===== src/rtl/ldr_pkg.sv =====
package ldr_pkg;
  localparam int WORD_W    = 24;
  localparam int CTRL_W    = 2;
  localparam int NUM_CH    = 2;
  localparam int NUM_DEST  = 2 * NUM_CH;
  localparam int RATIO_W   = 14;
  localparam int RATIO_LSB = CTRL_W;
  localparam int TEST_W    = 2;
  localparam int TEST_LSB  = RATIO_LSB + RATIO_W;
  localparam int CPS_BIT   = TEST_LSB + TEST_W;
  localparam int A_W       = 7;
  localparam int A_LSB     = CTRL_W;
  localparam int N_W       = 11;
  localparam int N_LSB     = A_LSB + A_W;
  localparam int MIN_RATIO = 3;
  localparam int MIN_N     = 3;

  typedef struct packed {
    logic [RATIO_W-1:0] ratio;
    logic [TEST_W-1:0]  test;
    logic               cps;
  } ref_word_t;

  typedef struct packed {
    logic [N_W-1:0] n;
    logic [A_W-1:0] a;
  } div_word_t;
endpackage


===== src/rtl/ldr_sync_edge.sv =====
module ldr_sync_edge #(
  parameter int STAGES = 2
) (
  input  logic clk,
  input  logic rst,
  input  logic din,
  output logic level,
  output logic rise
);
  logic [STAGES:0] pipe;

  always_ff @(posedge clk) begin
    if (rst) pipe <= '0;
    else     pipe <= {pipe[STAGES-1:0], din};
  end

  assign level = pipe[STAGES-1];
  assign rise  = pipe[STAGES-1] & ~pipe[STAGES];
endmodule


===== src/rtl/ldr_shifter.sv =====
module ldr_shifter #(
  parameter int W = 24
) (
  input  logic         clk,
  input  logic         rst,
  input  logic         shift_en,
  input  logic         bit_in,
  output logic [W-1:0] word
);
  always_ff @(posedge clk) begin
    if (rst)           word <= '0;
    else if (shift_en) word <= {word[W-2:0], bit_in};
  end
endmodule


===== src/rtl/ldr_decode.sv =====
module ldr_decode
  import ldr_pkg::*;
(
  input  logic [WORD_W-1:0] word,
  output logic [CTRL_W-1:0] dest,
  output logic              is_ref,
  output ref_word_t         ref_w,
  output div_word_t         div_w,
  output logic              ref_ok,
  output logic              div_ok
);
  always_comb begin
    dest        = word[CTRL_W-1:0];
    is_ref      = (int'(dest) < NUM_CH);
    ref_w.ratio = word[RATIO_LSB +: RATIO_W];
    ref_w.test  = word[TEST_LSB +: TEST_W];
    ref_w.cps   = word[CPS_BIT];
    div_w.n     = word[N_LSB +: N_W];
    div_w.a     = word[A_LSB +: A_W];
    ref_ok      = (ref_w.ratio >= RATIO_W'(MIN_RATIO));
    div_ok      = (div_w.n >= N_W'(MIN_N));
  end
endmodule


===== src/rtl/ldr_chan_regs.sv =====
module ldr_chan_regs
  import ldr_pkg::*;
#(
  parameter logic [CTRL_W-1:0] REF_CODE = '0,
  parameter logic [CTRL_W-1:0] DIV_CODE = '0
) (
  input  logic              clk,
  input  logic              rst,
  input  logic              load,
  input  logic [CTRL_W-1:0] dest,
  input  ref_word_t         ref_in,
  input  div_word_t         div_in,
  input  logic              ref_ok,
  input  logic              div_ok,
  output ref_word_t         ref_q,
  output div_word_t         div_q,
  output logic              ref_upd,
  output logic              div_upd
);
  logic ref_take, div_take;
  assign ref_take = load && (dest == REF_CODE) && ref_ok;
  assign div_take = load && (dest == DIV_CODE) && div_ok;

  always_ff @(posedge clk) begin
    if (rst) begin
      ref_q   <= '0;
      div_q   <= '0;
      ref_upd <= 1'b0;
      div_upd <= 1'b0;
    end else begin
      ref_upd <= ref_take;
      div_upd <= div_take;
      if (ref_take) ref_q <= ref_in;
      if (div_take) div_q <= div_in;
    end
  end
endmodule


===== src/rtl/synth_serial_loader.sv =====
module synth_serial_loader
  import ldr_pkg::*;
#(
  parameter int SYNC_STAGES = 2
) (
  input  logic                             clk,
  input  logic                             rst,
  input  logic                             ser_clk_i,
  input  logic                             ser_data_i,
  input  logic                             ser_le_i,
  output logic [NUM_CH-1:0][RATIO_W-1:0]   ref_ratio_o,
  output logic [NUM_CH-1:0][TEST_W-1:0]    ref_test_o,
  output logic [NUM_CH-1:0]                ref_cps_o,
  output logic [NUM_CH-1:0][N_W-1:0]       div_n_o,
  output logic [NUM_CH-1:0][A_W-1:0]       div_a_o,
  output logic [NUM_DEST-1:0]              upd_o,
  output logic                             err_o
);
  logic sclk_lvl, sclk_rise;
  logic sdat_lvl, sdat_rise;
  logic le_lvl, le_rise;

  ldr_sync_edge #(.STAGES(SYNC_STAGES)) u_sync_clk (
    .clk(clk), .rst(rst), .din(ser_clk_i), .level(sclk_lvl), .rise(sclk_rise));
  ldr_sync_edge #(.STAGES(SYNC_STAGES)) u_sync_dat (
    .clk(clk), .rst(rst), .din(ser_data_i), .level(sdat_lvl), .rise(sdat_rise));
  ldr_sync_edge #(.STAGES(SYNC_STAGES)) u_sync_le (
    .clk(clk), .rst(rst), .din(ser_le_i), .level(le_lvl), .rise(le_rise));

  logic [WORD_W-1:0] word;
  ldr_shifter #(.W(WORD_W)) u_shift (
    .clk(clk), .rst(rst), .shift_en(sclk_rise), .bit_in(sdat_lvl), .word(word));

  logic [CTRL_W-1:0] dest;
  logic              is_ref, ref_ok, div_ok;
  ref_word_t         ref_w;
  div_word_t         div_w;

  ldr_decode u_dec (
    .word(word), .dest(dest), .is_ref(is_ref), .ref_w(ref_w), .div_w(div_w),
    .ref_ok(ref_ok), .div_ok(div_ok));

  ref_word_t ref_q [NUM_CH];
  div_word_t div_q [NUM_CH];

  for (genvar ch = 0; ch < NUM_CH; ch++) begin : g_ch
    ldr_chan_regs #(
      .REF_CODE(CTRL_W'(ch)),
      .DIV_CODE(CTRL_W'(NUM_CH + ch))
    ) u_regs (
      .clk(clk), .rst(rst), .load(le_rise), .dest(dest),
      .ref_in(ref_w), .div_in(div_w), .ref_ok(ref_ok), .div_ok(div_ok),
      .ref_q(ref_q[ch]), .div_q(div_q[ch]),
      .ref_upd(upd_o[ch]), .div_upd(upd_o[NUM_CH + ch]));

    assign ref_ratio_o[ch] = ref_q[ch].ratio;
    assign ref_test_o[ch]  = ref_q[ch].test;
    assign ref_cps_o[ch]   = ref_q[ch].cps;
    assign div_n_o[ch]     = div_q[ch].n;
    assign div_a_o[ch]     = div_q[ch].a;
  end

  logic bad_load;
  assign bad_load = le_rise && (is_ref ? !ref_ok : !div_ok);

  always_ff @(posedge clk) begin
    if (rst)           err_o <= 1'b0;
    else if (bad_load) err_o <= 1'b1;
  end

  logic unused_ok;
  assign unused_ok = ^{sclk_lvl, sdat_rise, le_lvl};
endmodule


===== config.mk =====
export PLATFORM = sky130hd
export DESIGN_NAME = synth_serial_loader
export DESIGN_NICKNAME = d
export VERILOG_FILES = /design/src/rtl/ldr_pkg.sv /design/src/rtl/ldr_sync_edge.sv /design/src/rtl/ldr_shifter.sv /design/src/rtl/ldr_decode.sv /design/src/rtl/ldr_chan_regs.sv /design/src/rtl/synth_serial_loader.sv
export SDC_FILE = /design/constraint.sdc
export NUM_CORES = 1
export LEC_CHECK = 0
export BUFFER_PORTS_ARGS = -buffer_cell sky130_fd_sc_hd__clkbuf_2
export CORE_MARGIN = 2
export CORE_UTILIZATION = 54
export DETAILED_ROUTE_END_ITERATION = 10
export PLACE_DENSITY = 0.88
export REMOVE_ABC_BUFFERS = 1
export SLEW_MARGIN = 20
export SYNTH_ARGS = -nofsm -noshare
export SYNTH_HDL_FRONTEND = slang
export SYNTH_SLANG_ARGS = --single-unit

===== constraint.sdc =====
create_clock -name clk -period 2 [get_ports clk]
set_input_delay 0.3 -clock clk [delete_from_list [all_inputs] [get_ports clk]]
set_output_delay 0.3 -clock clk [all_outputs]
set_load 0.03 [all_outputs]

==> results.txt <==
Worst-margin pin slew -> 0.746 ns
Final period utilization -> 90.3%
Post-CTS Hold Fix Bufs -> 0
Leak pwr -> 2.10 nW
Row Count -> 31
Synth warn -> 0
CTS buffer count -> 9
Sequential cell area -> 0.00206 mm^2
Avg Cell Area, Syn -> 10.2 um^2
Setup Skew -> 0.00915 ns
Initial Utilization -> 55.2%
Largest net degree at the start of global routing -> 122
Post-DR wirelength/cell -> 13.6 um
TritonCTS clock tree -> yes
Routed vias -> 2800
Vias in the first global route -> 2576
Dpl hpwl -> 5.13 mm
Distinct cells, synth -> 24
Die area -> 0.00803 mm^2
First-pass DRT Iterations -> 4
Root Driver -> clkbuf_8
Gate Count Post-Synth -> 389
Final slew viol count -> 0
CP max stage delay -> 0.49 ns
Number of vias per cell -> 4.98
Relative slew slack -> 50.3%
Slowest CP cell -> and4_1
Worst EP arrival -> 2.03 ns
Minimum clock period -> 1.81 ns
Status -> completed
Fraction of layout cells with a size suffix above 1 -> 22.7%
Clock Latency Late Sink -> 0.36 ns
Worst-path cell chain -> nor3_1 > nand4_1 > and4_1 > mux2i_1
RSZ-0062 raised after global routing -> false
Port buffer count -> 79
Final wirelength -> 7.64 mm
First DRT Iteration DRCs -> 162
Register area share after synthesis -> 52.1%
Diode count -> 0
Post-layout nets -> 463
Worst Setup Start Kind -> flop
Final hold viol count -> 0
Max Root-Sink Buffers -> 2
Worst path required time -> 2.23 ns
Crit-path max FO -> 11
Footprint of the multi-input gates -> 0.00174 mm^2
Worst vdd rail ir drop -> 0.340 mV
IO Pins -> 80
Area delta synth->final -> 16.3%
Max H-tree Level -> 3
Clock Pin Slew Worst Setup and Hold Paths -> 0.09 ns
Max cap viols -> 0
DIE WIDTH -> 89.6 um
Core area -> 0.00718 mm^2
Tot GR Track Use -> 19.5%
Post-Syn Area -> 0.00396 mm^2
Setup TNS -> 0 ns
#FFs+latches synth -> 103
Grt ovf -> 0
GP Congestion -> 0.945
Final antenna-violating net count -> 0
DRC -> 0
Die Ht -> 89.6 um
Final setup margin -> 0.194 ns
Pre-CTS setup slack -> 0.194 ns
Fmax -> 554 MHz
Worst hold slack -> 0.158 ns
Power density over the cells -> 755 mW/mm^2
# setup viols final -> 0
Cts repair resizes -> 0
Initial antenna violation count -> 0
Fill cell count -> 573
Clk sinks -> 103
First-pass GRT wire length -> 12.1 mm
Fin util -> 64.1%
Critical path class -> reg2reg
Worst Hold Class -> in2reg
CP endpoint kind -> flop
Setup bufs post-CTS -> 0
## per-layer routing
layer	track usage [%]	wire length [um]
met1	25.3	3370
met2	31.1	3710
met3	3.75	366
met4	9.77	204
met5	0	0
## Yosys cell counts (all sizes together)
| master | n | share of area (%) |
|---|---|---|
| dfxtp | 103 | 52 |
| nand2b | 88 | 14 |
| mux2i | 70 | 18 |
| nand2 | 42 | 4.0 |
| a21oi | 22 | 2.8 |
| clkbuf | 18 | 1.7 |
| buf | 11 | 2.2 |
| nor2b | 10 | 1.6 |
| nor2 | 6 | 0.57 |
| nand3 | 4 | 0.51 |
| nor3 | 3 | 0.51 |
| and4 | 2 | 0.51 |
| nand4 | 2 | 0.32 |
| nor4 | 2 | 0.32 |
| or2b | 2 | 0.38 |
| a211oi | 1 | 0.19 |
| o21ba | 1 | 0.25 |
| or3 | 1 | 0.16 |
| or4 | 1 | 0.28 |
## worst max-delay path: cells and delay by family (launching register included)
family	cells	cell delay, ns
simple gates	3	1.10
flops	1	0.35
mux	1	0.21
## registers in the layout, indices dropped and copies added (netlist names)
name / flops
err_o: 1
g_ch.u_regs.div_q: 36
g_ch.u_regs.div_upd: 2
g_ch.u_regs.ref_q: 34
g_ch.u_regs.ref_upd: 2
u_shift.word: 20
u_sync_clk.pipe: 3
u_sync_dat.pipe: 2
u_sync_le.pipe: 3
## cell type report
type / instances / area share, %
clock inverter: 2 / 0.815
timing repair buffer: 87 / 10.2
tap: 99 / 2.69
sequential: 103 / 44.8
clock buffer: 14 / 3.75
multi-input combinational: 257 / 37.8
## kinds of logic after synthesis
group,share of synthesized area [%]
AO/OA/AOI/OAI,3.22
buffers and inverters,3.95
flip-flops,52.1
multiplexers,17.7
AND/OR/NAND/NOR,23.0
## worst paths after layout
path                 startpoint                  endpoint  slack, ns  depth (start not counted)
max            u_shift.word[15]  g_ch[1].u_regs.div_q[13]       0.19                          4
min                  ser_data_i        u_sync_dat.pipe[0]       0.16                          2
min reg2reg  u_sync_dat.pipe[1]           u_shift.word[0]       0.44                          2
max reg2reg    u_shift.word[15]  g_ch[1].u_regs.div_q[13]       0.19                          4
## metrics by stage
step	total power, mW	instances	instance area, um^2
4_1_cts	3.49	562	4600
3_5_place_dp	2.19	546	4390
5_1_grt	3.58	562	4600
6_report	3.47	562	4600
3_3_place_gp	2.19	546	4390
2_1_floorplan	2.15	360	3800
## cells in the final DEF (no fill, tap or decap), types with 2 or more instances in the layout
cell	netlist	layout
mux2i_1	70	70
a21oi_1	22	22
nand2_1	42	42
dfxtp_1	103	103
clkbuf_8	0	12
or2b_1	2	2
nand3_1	4	4
nor4_1	2	2
clkbuf_1	18	2
nand4_1	2	2
nand2b_1	88	88
buf_4	7	7
nor2_1	6	6
clkbuf_2	0	78
nor3_1	2	2
nor2b_1	10	10
## power by group
group,total (mW),switching (mW),internal (mW)
registers,2.06,0.00329,2.06
logic,0.0837,0.0442,0.0395
clock network,1.33,0.647,0.683
Power figures use the tool's default switching activity.
